File: src/rtl/bus_arb_pkg.sv
package bus_arb_pkg;

    // Ownership policy selector
    typedef enum logic [1:0] {
        POL_BASIC   = 2'd0,
        POL_HANDOFF = 2'd1,
        POL_PREEMPT = 2'd2
    } policy_e;

    // Width of an owner index for n requesters
    function automatic int unsigned idx_width(input int unsigned n);
        return (n > 1) ? $clog2(n) : 1;
    endfunction

endpackage

File: src/rtl/bus_arb_pick.sv
module bus_arb_pick #(
    parameter int unsigned N_REQ = 4,
    parameter int unsigned IDX_W = 2
) (
    input  logic [N_REQ-1:0] req,
    output logic             any_req,
    output logic [IDX_W-1:0] win_idx
);
    // Lowest index wins: scan from the top so the last hit sticks
    always_comb begin
        win_idx = '0;
        for (int i = N_REQ - 1; i >= 0; i--) begin
            if (req[i]) win_idx = IDX_W'(i);
        end
    end

    assign any_req = |req;

endmodule

File: src/rtl/bus_arb_next.sv
module bus_arb_next
    import bus_arb_pkg::*;
#(
    parameter int unsigned N_REQ  = 4,
    parameter int unsigned IDX_W  = 2,
    parameter policy_e     POLICY = POL_BASIC
) (
    input  logic             cur_busy,
    input  logic [IDX_W-1:0] cur_owner,
    input  logic [N_REQ-1:0] req,
    output logic             nxt_busy,
    output logic [IDX_W-1:0] nxt_owner
);
    logic             any_req;
    logic [IDX_W-1:0] win_idx;
    logic [N_REQ-1:0] own_mask;
    logic             hold;

    bus_arb_pick #(.N_REQ(N_REQ), .IDX_W(IDX_W)) pick_i (
        .req     (req),
        .any_req (any_req),
        .win_idx (win_idx)
    );

    always_comb begin
        own_mask = '0;
        own_mask[cur_owner] = 1'b1;
    end

    // Owner is present and still asserting its request
    assign hold = cur_busy & |(req & own_mask);

    generate
        if (POLICY == POL_BASIC) begin : g_basic
            always_comb begin
                if (cur_busy) begin
                    nxt_busy  = hold;
                    nxt_owner = cur_owner;
                end else begin
                    nxt_busy  = any_req;
                    nxt_owner = win_idx;
                end
            end
        end else if (POLICY == POL_HANDOFF) begin : g_handoff
            always_comb begin
                if (hold) begin
                    nxt_busy  = 1'b1;
                    nxt_owner = cur_owner;
                end else begin
                    nxt_busy  = any_req;
                    nxt_owner = win_idx;
                end
            end
        end else begin : g_preempt
            always_comb begin
                if (hold && (win_idx == cur_owner)) begin
                    nxt_busy  = 1'b1;
                    nxt_owner = cur_owner;
                end else begin
                    nxt_busy  = any_req;
                    nxt_owner = win_idx;
                end
            end
        end
    endgenerate

endmodule

File: src/rtl/bus_arb_gnt.sv
module bus_arb_gnt #(
    parameter int unsigned N_REQ = 4,
    parameter int unsigned IDX_W = 2
) (
    input  logic             clk,
    input  logic             rst,
    input  logic             nxt_busy,
    input  logic [IDX_W-1:0] nxt_owner,
    output logic [N_REQ-1:0] gnt
);
    // Registered decode of the next state, aligned with the state register
    always_ff @(posedge clk) begin
        if (rst)           gnt <= '0;
        else if (nxt_busy) gnt <= N_REQ'(1) << nxt_owner;
        else               gnt <= '0;
    end


    grant_onehot_chk: assert property (@(posedge clk) disable iff (rst)
        $onehot0(gnt));

endmodule

File: src/rtl/bus_arbiter_fsm.sv
module bus_arbiter_fsm
    import bus_arb_pkg::*;
#(
    parameter int unsigned N_REQ  = 4,
    parameter policy_e     POLICY = POL_BASIC
) (
    input  logic             clk,
    input  logic             rst,
    input  logic [N_REQ-1:0] req_i,
    output logic [N_REQ-1:0] gnt_o
);
    localparam int unsigned IDX_W = idx_width(N_REQ);

    typedef struct packed {
        logic             busy;
        logic [IDX_W-1:0] owner;
    } arb_state_t;

    arb_state_t state_q, state_d;

    bus_arb_next #(.N_REQ(N_REQ), .IDX_W(IDX_W), .POLICY(POLICY)) next_i (
        .cur_busy  (state_q.busy),
        .cur_owner (state_q.owner),
        .req       (req_i),
        .nxt_busy  (state_d.busy),
        .nxt_owner (state_d.owner)
    );

    always_ff @(posedge clk) begin
        if (rst) state_q <= '0;
        else     state_q <= state_d;
    end

    bus_arb_gnt #(.N_REQ(N_REQ), .IDX_W(IDX_W)) gnt_i (
        .clk       (clk),
        .rst       (rst),
        .nxt_busy  (state_d.busy),
        .nxt_owner (state_d.owner),
        .gnt       (gnt_o)
    );

    // Checker-side lowest set request bit
    logic [N_REQ-1:0] low_req;
    assign low_req = req_i & (~req_i + N_REQ'(1));


    idle_stays_chk: assert property (@(posedge clk) disable iff (rst)
        (gnt_o == '0 && req_i == '0) |=> (gnt_o == '0));


    idle_pick_chk: assert property (@(posedge clk) disable iff (rst)
        (gnt_o == '0 && req_i != '0) |=> (gnt_o == $past(low_req)));

    generate
        if (POLICY != POL_PREEMPT) begin : g_hold_chk

            owner_hold_chk: assert property (@(posedge clk) disable iff (rst)
                ((gnt_o & req_i) != '0) |=> (gnt_o == $past(gnt_o)));
        end
        if (POLICY == POL_BASIC) begin : g_basic_chk

            release_gap_chk: assert property (@(posedge clk) disable iff (rst)
                (gnt_o != '0 && (gnt_o & req_i) == '0) |=> (gnt_o == '0));
        end
        if (POLICY == POL_HANDOFF) begin : g_handoff_chk

            handoff_chk: assert property (@(posedge clk) disable iff (rst)
                (gnt_o != '0 && (gnt_o & req_i) == '0) |=> (gnt_o == $past(low_req)));
        end
        if (POLICY == POL_PREEMPT) begin : g_preempt_chk

            preempt_chk: assert property (@(posedge clk) disable iff (rst)
                1'b1 |=> (gnt_o == $past(low_req)));
        end
    endgenerate

endmodule

File: config.mk
export PLATFORM = sky130hd
export DESIGN_NAME = bus_arbiter_fsm
export DESIGN_NICKNAME = d
export VERILOG_FILES = /design/src/rtl/bus_arb_pkg.sv /design/src/rtl/bus_arb_pick.sv /design/src/rtl/bus_arb_next.sv /design/src/rtl/bus_arb_gnt.sv /design/src/rtl/bus_arbiter_fsm.sv
export SDC_FILE = /design/constraint.sdc
export NUM_CORES = 1
export LEC_CHECK = 0
export BUFFER_PORTS_ARGS = -buffer_cell sky130_fd_sc_hd__buf_2
export CAP_MARGIN = 20
export CORE_AREA = 4 4 41 43
export DETAILED_ROUTE_END_ITERATION = 8
export DIE_AREA = 0 0 45 47
export PLACE_DENSITY = 0.51
export SLEW_MARGIN = 40
export SYNTH_ARGS = -nofsm -noshare
export SYNTH_HDL_FRONTEND = slang
export SYNTH_SLANG_ARGS = --single-unit
File: constraint.sdc
create_clock -name clk -period 3 [get_ports clk]
set_clock_uncertainty 0.15 [all_clocks]
set_input_delay 0.3 -clock clk [delete_from_list [all_inputs] [get_ports clk]]
set_output_delay 0.3 -clock clk [all_outputs]
set_load 0.03 [all_outputs]
=== Word level (Yosys, flattened, before mapping) ===
Cells that the tools add are included.
W data, S select, Z words.

* Logic and storage cells: 21
* Register bits: 7
* Input bits: 6
* Output and inout port bits: 4

* Shift-type cells: 1
* Bitwise operators: 3
* Magnitude comparators: 2
* Reductions and logical operators: 4
* Mux-type cells: 8

{| class="wikitable"
|+ Operator list
! kind !! count
|-
| $mux W2 || 5
|-
| $reduce_or A4 Y1 || 2
|-
| $and A4 B4 Y4 || 1
|-
| $shl A1 B2 Y4 const A || 1
|-
| $lt A2 B3 Y1 const B || 1
|-
| $demux W1 S2 || 1
|-
| $ge A2 B1 Y1 const B || 1
|-
| $mux W1 || 2
|-
| $reduce_or A2 Y1 || 1
|-
| $and A1 B1 Y1 || 1
|-
| $logic_and A1 B1 Y1 || 1
|-
| $not A1 Y1 || 1
|}

=== Logic depth before layout (Yosys ltp) ===
Gate-level depths: netlist of run 1.

* Depth in word-level cells: 10
* Depth in mapped cells: 4
* Depth with buffers taken out: 4

=== Hierarchy ===
Synthesis of run 1 repeated with hierarchy kept, for this count alone.

* Cells, all modules: 31
* Area, all modules: 310.3 um^2

{| class="wikitable"
|+ Modules (own cells, without submodules)
! module !! cells an instance !! sequential area each (um^2) !! area an instance (um^2) !! times used
|-
| bus_arb_gnt || 8 || 80.1 || 130.1 || 1
|-
| bus_arbiter_fsm || 6 || 60.1 || 78.8 || 1
|-
| bus_arb_next || 10 || 0.0 || 66.3 || 1
|-
| bus_arb_pick || 7 || 0.0 || 35.0 || 1
|}

=== Worst setup path before layout of run 1 ===
No wires, ideal clock.

* Kind: register to register
* From: register state_q[1] (netlist bit)
* To: register gnt_i.gnt[0]
* Setup time: 80 ps
* Setup slack: 1529 ps
* Data arrival time: 1241 ps
* Period minus slack after synthesis: 1471 ps
* Data required time: 2770 ps
* Stages on the path, launching flop included: 5
* Buffers on the path: 0
* Cell sequence: dfxtp_1 > mux2_1 > nor3b_1 > or4_4 > nor3b_1

* Cells in the longest elaborated chain, start to end: 10
* Elaborated cells between the ends (all ways): 13
* Those cells by class: order compare: 2; shift: 1; mux: 4; bitwise: 3; reduce/logical: 3

{| class="wikitable"
|+ RTL lines
! item !! line !! source
|-
| start, declared || bus_arbiter_fsm.sv:19 || <nowiki>arb_state_t state_q, state_d;</nowiki>
|-
| start signal, assigned || bus_arbiter_fsm.sv:31 || <nowiki>else state_q <= state_d;</nowiki>
|-
| $lt A2 B3 Y1 (not written as such) or $ge A2 B1 Y1 (tied branches) || bus_arb_next.sv:27 || <nowiki>own_mask[cur_owner] = 1'b1;</nowiki>
|-
| $logic_and A1 B1 Y1 (not written as such) || bus_arb_next.sv:27 ||
|-
| $mux W1 (not written as such) || bus_arb_next.sv:27 ||
|-
| $demux W1 S2 || n/a ||
|-
| $and A4 B4 Y4 || bus_arb_next.sv:31 || <nowiki>assign hold = cur_busy & |(req & own_mask);</nowiki>
|-
| $reduce_or A4 Y1 || bus_arb_next.sv:31 ||
|-
| $and A1 B1 Y1 || bus_arb_next.sv:31 ||
|-
| $mux W1 || bus_arb_next.sv:36 || <nowiki>if (cur_busy) begin</nowiki>
|-
| $not A1 Y1 (no line) || n/a ||
|-
| $reduce_or A2 Y1 (no line) || n/a ||
|-
| end signal, assigned || bus_arb_gnt.sv:14 || <nowiki>else if (nxt_busy) gnt <= N_REQ'(1) << nxt_owner;</nowiki>
|-
| end, declared || bus_arb_gnt.sv:9 || <nowiki>output logic [N_REQ-1:0] gnt</nowiki>
|}

Parallel ways exist; a longest one is shown, timed or not.
A chain may end at the register's enable or synchronous reset.

=== Worst setup path after layout of run 1 ===
Same ends and word-level chain as after synthesis.

==> impl_metrics.tcl, run 1 <==
set metrics [dict create \
    status "completed" \
    cts_setup_buffers 0 \
    synth_area_um2 275 \
    met3_length_um 20 \
    num_rows 13 \
    fmax_mhz 645 \
    core-area_mm2 0.00130 \
    route.detailed.drc 0 \
    nets 48 \
    synth_cells 28 \
    period_minus_slack_ns 1.55 \
    cts_tree "built" \
    dr.pass1.iters 2 \
    tightest_slew_ns 0.328 \
    top_layer_used "met4" \
    p_total_uw 217 \
    synth.avg_cell_area_um2 9.83 \
    drt_wl_total_um 559 \
    clock-sinks 7 \
    path_class "flop to flop" \
    drt-met1-wl_um 201 \
    syn2layout_area_growth_pct 32.7 \
    pwr_density_cell_mw_per_mm2 593 \
    cts_root_buf "clkbuf_4" \
    synth_fp_nets 34 \
    io_pins 10 \
    drt-wirelength-per-cell_um 9.98 \
    gp_congestion 0.778 \
    cts_resized 0 \
    clk_latency_ns 0.25 \
    num_vias 242 \
    grt_max_degree 8 \
    fin_crit_sh_pct 51.7 \
    numCtsBuffers 3 \
    synth.distinct_cells 15 \
    hold_path_class "primary input to flop" \
    grt_antenna_before_repair 0 \
    crit_path_start_kind "flop" \
    drive_gt1_share_pct 34.1 \
    cts_max_level 1 \
    io_buffers 9 \
    overflow 0 \
    leakage_nw 0.158 \
    tns_ns 0 \
    report.final.slew_viol_count 0 \
    clockBufferDepth 2 \
    first_global_vias 239 \
    dieArea_mm2 0.00212 \
    grt_first_pass_wirelength_um 924 \
    die_y_um 47 \
    critPathRequiredTime_ns 3.02 \
    via_per_inst 4.32 \
    relSlewSlack_pct 77.8 \
    vdd_ir_drop_max_uv 145 \
    n_antenna_cell 0 \
    worstPathArrival_ns 1.57 \
    max_cap_violations 0 \
    met2_length_um 320 \
    grt_setup_unrepaired "no" \
    synth_seq_cells 7 \
    hold_viol 0 \
    synth_warnings 0 \
    yosysSeqAreaShare_pct 50.9 \
    drt_iter0_markers 1 \
    setup_violations 0 \
    initial_core_util_pct 21.2 \
    crit_path_max_fanout 5 \
    clkTransAtPathRegs_ns 0.05 \
    worst_setup_path_end_kind "flop" \
    die_w_um 45 \
    grt_use_total_pct 6.58 \
    postCtsHoldBufs 0 \
    antenna_left 0 \
]
==> registers in the layout (all words and copies together), names as in the netlist <==
name and cells:
state_q 3, gnt_i.gnt 4
==> area by class of cell <==
cell class,instances,area [um^2]
multi-input combinational,19,128
inverter,2,7.51
timing repair buffer,9,45.0
tap,15,18.8
fill,145,936
clock buffer,4,26.3
sequential,7,140
==> Yosys cell counts (all sizes together) <==
cell type | number | area [um^2]
inv | 2 | 7.51
nand2 | 1 | 3.75
a21oi | 2 | 10.0
nor3b | 3 | 22.5
o31a | 1 | 8.76
nor4b | 1 | 8.76
nor4 | 1 | 6.26
mux2 | 1 | 11.3
and2b | 1 | 8.76
nor2 | 3 | 11.3
a211oi | 1 | 7.51
or4 | 1 | 11.3
dfxtp | 7 | 140
nor3 | 2 | 10.0
o31ai | 1 | 7.51
==> through the flow <==
| stage | setup WS (ns) | hold WS (ns) | util, % | instances | cell area, um^2 |
|---|---|---|---|---|---|
| after global routing | 1.37 | 0.102 | 28.1 | 56 | 365 |
| final | 1.45 | 0.0921 | 28.1 | 56 | 365 |
| after CTS | 1.43 | 0.0850 | 28.1 | 56 | 365 |
| after floorplan | 1.53 | 0.222 | - | 28 | 275 |
| after global placement | 1.41 | 0.353 | 26.1 | 52 | 339 |
| after detailed placement | 1.41 | 0.348 | 26.1 | 52 | 339 |
==> worst paths after layout <==
| path | from | to | slack, ns | depth (start not counted) |
|---|---|---|---|---|
| worst min register to register | state_q[1]$_SDFF_PP0_ | state_q[1]$_SDFF_PP0_ | 0.49 | 2 |
| worst max-delay path | state_q[1]$_SDFF_PP0_ | gnt_i.gnt[0]$_SDFF_PP0_ | 1.45 | 4 |
| worst min-delay path | rst | state_q[1]$_SDFF_PP0_ | 0.09 | 2 |
| worst max register to register | state_q[1]$_SDFF_PP0_ | gnt_i.gnt[0]$_SDFF_PP0_ | 1.45 | 4 |
==> power breakdown <==
part / internal, mW / switching, mW
Sequential: 0.0989 / 0.00366
Clock: 0.0506 / 0.0329
Combinational: 0.0129 / 0.0179
==> per-layer routing <==
layer / GRT usage, % / vias to the layer above
li1: - / 130
met1: 5.98 / 106
met2: 11.0 / 4
met3: 2.30 / 2
met4: 7.02 / 0
met5: 0 / -
==> cells by family after synthesis <==
kind of cell / count (synthesis) / synth area share, %
flip-flops: 7 / 50.9
AND/OR/NAND/NOR: 13 / 30.0
buffers and inverters: 2 / 2.73
AO/OA/AOI/OAI: 5 / 12.3
multiplexers: 1 / 4.09
==> layout by cell type (no fill, tap or decap), drive strengths merged, types with 2 or more instances in the layout <==
master  count
a21oi       2
clkbuf      4
nor2        3
dfxtp       7
inv         2
nor3        2
buf         9
nor3b       3
==> worst max-delay path, stage by stage, from the launching register on <==
cell and delay, ns:
dfxtp_1 0.33, mux2_1 0.20, nor3b_1 0.05, or4_4 0.54, nor3b_1 0.21
(Power assumes the default switching activity.)
==> run 2: changes to the inputs <==
- PLACE_DENSITY: 0.51 -> 0.52
- clock period: 3 -> 1.33 ns (I/O delays scaled with it)
==> impl_metrics.tcl, run 2 (same netlist as run 1, synthesis figures left out) <==
set metrics [dict create \
    status "finished, violations left" \
    violations "setup timing" \
    clkTransAtPathRegs_ns 0.05 \
    grt_first_pass_wirelength_um 1090 \
    syn2layout_area_growth_pct 57.7 \
    cts_tree "built" \
    met3_length_um 6 \
    setup.worst_path.start "state_q[1]$_SDFF_PP0_" \
    cp_top_family "simple AND/OR/NAND/NOR gates" \
    stdcell_count 61 \
    seq_area_um2 141 \
    grt_setup_unrepaired "yes" \
    r2r_end "gnt_i.gnt[0]$_SDFF_PP0_" \
    cts_setup_buffers 0 \
    slowest_delay_ns 0.56 \
    r2r_cells 4 \
    rrSetupSlack_ns -0.19 \
    clk_latency_ns 0.24 \
    io_pins 10 \
    initial_core_util_pct 21.2 \
    period_minus_slack_ns 1.52 \
    drt-wirelength-per-cell_um 11.0 \
    leakage_nw 0.191 \
    place_area_um2 370 \
    multiInputGateArea_um2 155 \
    grt_max_degree 8 \
    vdd_ir_drop_max_uv 419 \
    top_layer_used "met3" \
    dr.pass1.iters 4 \
    cp_cell_sequence "mux2_4, nor3b_1, or4_4, nor3b_2" \
    clockBufferDepth 2 \
    numPlacedInstances 56 \
    route.detailed.drc 0 \
    via_per_inst 4.38 \
    gp_congestion 0.712 \
    fin_area_um2 434 \
    worst_setup_path_end_kind "flop" \
    grt_antenna_before_repair 0 \
    drt-met1-wl_um 241 \
    numCtsBuffers 3 \
    grt_use_total_pct 7.44 \
    dieArea_mm2 0.00212 \
    hold_viol 0 \
    report.final.slew_viol_count 0 \
    fin_util_pct 33.4 \
    die_w_um 45 \
    hold_start "rst" \
    hold_slack_ns 0.0719 \
    crit_path_max_fanout 5 \
    first_global_vias 257 \
    max_cap_violations 0 \
    num_rows 13 \
    drt_iter0_markers 2 \
    die_y_um 47 \
    hold_path_class "primary input to flop" \
    fin_crit_sh_pct 114 \
    pre_cts_ws_ns -0.238 \
    top_register "gnt_i.gnt" \
    cp.buffers_inverters 0 \
    hold_depth 3 \
    cp_slowest_cell "or4_4" \
    reg_top3 "gnt_i.gnt (4), state_q (3)" \
    critPathRequiredTime_ns 1.35 \
    worstPathArrival_ns 1.54 \
    antenna_left 0 \
    core-area_mm2 0.00130 \
    drive_gt1_share_pct 54.3 \
    tightest_slew_ns 0.415 \
    fillers 157 \
    path_class "flop to flop" \
    final_common_cell "buf_2" \
    drt_wl_total_um 671 \
    num_vias 267 \
    clock-sinks 7 \
    overflow 0 \
    cts_max_level 1 \
    n_antenna_cell 0 \
    hpwl_um 491 \
    pwr_density_cell_mw_per_mm2 1160 \
    fin_ws_ns -0.189 \
    relSlewSlack_pct 72.1 \
    crit_path_start_kind "flop" \
    largest_register_ff_count 4 \
    met2_length_um 423 \
    nets 53 \
    hold_end "state_q[2]$_SDFF_PP0_" \
    setup_violations 5 \
    io_buffers 9 \
    p_total_uw 504 \
    r2r-start "state_q[1]$_SDFF_PP0_" \
    cts_root_buf "clkbuf_4" \
    fmax_mhz 658 \
    tns_ns -0.754 \
    final_cell_mix "9 x buf_2, 6 x dfxtp_1, 4 x buf_4, 3 x nor2_1, 3 x clkbuf_4" \
]
[run 2: changes by cell type in the layout (fill, tap and decap cells not counted)]
| cell | change |
|---|---|
| buf_4 | +4 |
| nor3_1 | -2 |
| nor3_2 | +2 |
| nor3b_1 | -2 |
| nor3b_2 | +2 |
| a21oi_1 | -1 |
| a21oi_2 | +1 |
| dfxtp_1 | -1 |
| dfxtp_2 | +1 |
| dlygate4sd3_1 | +1 |
| mux2_1 | -1 |
| mux2_4 | +1 |
[run 2: routing by layer]
layer	track usage (%)	vias up
met2	13.3	1
met1	7.31	127
li1	-	139
met4	5.26	0
met5	0	-
met3	2.30	0
[run 2: how the worst max path moves through the flow]
stage,endpoint,depth (start not counted)
after floorplan,gnt_i.gnt[0]$_SDFF_PP0_,4
after global placement,gnt_i.gnt[0]$_SDFF_PP0_,4
after detailed placement,gnt_i.gnt[0]$_SDFF_PP0_,4
after CTS,gnt_i.gnt[0]$_SDFF_PP0_,4
after global routing,gnt_i.gnt[0]$_SDFF_PP0_,4
final,gnt_i.gnt[0]$_SDFF_PP0_,4
[run 2: power by group]
part | switching, mW | leakage (nW) | internal, mW
clock | 0.0668 | 0.0150 | 0.114
sequential | 0.00871 | 0.0579 | 0.223
combinational | 0.0495 | 0.118 | 0.0421
total | 0.125 | 0.191 | 0.379
[run 2: worst register-to-register path: stages (launching register included)]
cell and delay (ns):
dfxtp_2 0.33, mux2_4 0.19, nor3b_1 0.04, or4_4 0.56, nor3b_2 0.18
[run 2: layout make-up]
type,count,area share [%]
Clock buffer,4,6.05
Timing Repair Buffer,14,19.6
Inverter,2,1.73
Multi-Input combinational cell,19,35.7
Tap cell,15,4.32
Sequential cell,7,32.6
[run 2: what timing repair did]
action / CTS / global route
pin swaps: 5 / 1
gates cloned: 0 / 0
hold buffers: 1 / 0
endpoints found under the hold margin: 2 / 0
endpoints found under the setup margin: 5 / 6
resized for setup: 5 / 1
==> run 3: changes to the inputs <==
- GPL_TIMING_DRIVEN: unset -> 0
==> impl_metrics.tcl, run 3 (same netlist as run 1, synthesis figures left out) <==
set metrics [dict create \
    status "finished, violations left" \
    violations "hold timing, setup timing" \
    final_cell_mix "9 x buf_2, 6 x dfxtp_1, 3 x nor3b_2, 3 x nor2_1, 3 x clkbuf_4" \
    period_minus_slack_ns 1.54 \
    multiInputGateArea_um2 151 \
    core-area_mm2 0.00130 \
    drt-wirelength-per-cell_um 10.1 \
    relSlewSlack_pct 73.1 \
    hold_start "rst" \
    critPathRequiredTime_ns 1.35 \
    tightest_slew_ns 0.404 \
    tns_ns -0.995 \
    via_per_inst 4.58 \
    report.final.slew_viol_count 0 \
    num_rows 13 \
    fin_crit_sh_pct 116 \
    stdcell_count 57 \
    syn2layout_area_growth_pct 44.5 \
    grt_use_total_pct 6.18 \
    fin_ws_ns -0.210 \
    hold_path_class "primary input to flop" \
    route.detailed.drc 0 \
    initial_core_util_pct 21.2 \
    grt_setup_unrepaired "yes" \
    path_class "flop to flop" \
    top_register "gnt_i.gnt" \
    clock-sinks 7 \
    dieArea_mm2 0.00212 \
    hold_viol 2 \
    r2r-start "state_q[1]$_SDFF_PP0_" \
    num_vias 261 \
    fillers 155 \
    gp_congestion 0.721 \
    numCtsBuffers 3 \
    worst_setup_path_end_kind "flop" \
    overflow 0 \
    fin_util_pct 30.6 \
    die_y_um 47 \
    nets 49 \
    antenna_left 0 \
    drt_wl_total_um 575 \
    netSwitchingPower_uw 126 \
    largest_register_ff_count 4 \
    max_cap_violations 0 \
    p_clk_share_pct 36.9 \
    reg_top3 "gnt_i.gnt (4), state_q (3)" \
    clockBufferDepth 2 \
    final_common_cell "buf_2" \
    io_pins 10 \
    crit_path_max_fanout 5 \
    pwr_density_cell_mw_per_mm2 1260 \
    n_antenna_cell 0 \
    seq_area_um2 141 \
    numPlacedInstances 52 \
    vdd_ir_drop_max_uv 405 \
    dr.pass1.iters 1 \
    cts_tree "built" \
    worstPathArrival_ns 1.56 \
    grt_antenna_before_repair 0 \
    p_int_uw 374 \
    setup_violations 5 \
    cts_max_level 1 \
    first_global_vias 226 \
    fmax_mhz 650 \
    combinationalPowerShare_pct 16.8 \
    clk_latency_ns 0.24 \
    die_w_um 45 \
    grt_max_degree 8 \
    drt_iter0_markers 0 \
    pre_cts_ws_ns -0.238 \
    io_buffers 9 \
    hpwl_um 453 \
    grt_first_pass_wirelength_um 924 \
    drive_gt1_share_pct 52.4 \
    setup.worst_path.start "state_q[1]$_SDFF_PP0_" \
    crit_path_start_kind "flop" \
    p_sw_share_pct 25.1 \
    clkTransAtPathRegs_ns 0.05 \
    cts_root_buf "clkbuf_4" \
    hold_slack_ns -0.0802 \
    seq_power_share_pct 46.3 \
    leakage_nw 0.172 \
]
==> run 3: changes by cell type in the layout (fill, tap and decap cells not counted), sizes merged <==
cell,change
buf,-3
dlygate4sd3,-1
==> run 3: final cells by class <==
| cell class | instances | share of cell area [%] |
|---|---|---|
| multi-input cells | 19 | 38.1 |
| flip-flops and latches | 7 | 35.5 |
| repair buffers | 10 | 13.2 |
| clock buffers | 4 | 6.60 |
| well taps | 15 | 4.72 |
| inverters | 2 | 1.89 |
==> run 3: timing repair <==
action,4_1_cts,5_1_grt
setup endpoints to repair,5,5
endpoints found under the hold margin,2,2
pin swaps,0,0
gates resized for setup,3,3
buffers inserted,1,0
==> run 3: power by group through the flow <==
stage	combinational [mW]	clock, mW	sequential [mW]
finish	0.0838	0.185	0.231
global route	0.0914	0.202	0.233
CTS	0.0805	0.189	0.231
detailed placement	0.0711	0	0.235
global placement	0.0699	0	0.236
floorplan	0.0322	0	0.248
==> run 3: metal layers <==
layer	share of wire (%)	routed length, um	vias up	track usage [%]
met5	0	0	-	0
met4	0.70	4	0	1.75
met3	4.2	24	2	3.45
met2	60	346	4	10.7
met1	35	199	125	6.41
li1	-	-	130	-
==> run 3: final timing paths <==
check | cells past startpoint | end | slack (ns)
setup / recovery | 4 | gnt_i.gnt[0]$_SDFF_PP0_ | -0.21
hold / removal | 2 | state_q[1]$_SDFF_PP0_ | -0.08
setup reg to reg | 4 | gnt_i.gnt[0]$_SDFF_PP0_ | -0.21
hold reg to reg | 2 | state_q[1]$_SDFF_PP0_ | 0.47
==> run 3: through the flow <==
stage / cell area [um^2] / total power [mW]
6_report: 398 / 0.500
5_1_grt: 398 / 0.527
4_1_cts: 383 / 0.501
3_5_place_dp: 340 / 0.306
3_3_place_gp: 340 / 0.306
2_1_floorplan: 277 / 0.280
==> run 3: worst max-delay path, stage by stage, from the launching register on <==
cell and delay [ns]:
dfxtp_2 0.33, mux2_4 0.20, nor3b_2 0.04, or4_4 0.56
nor3b_2 0.19
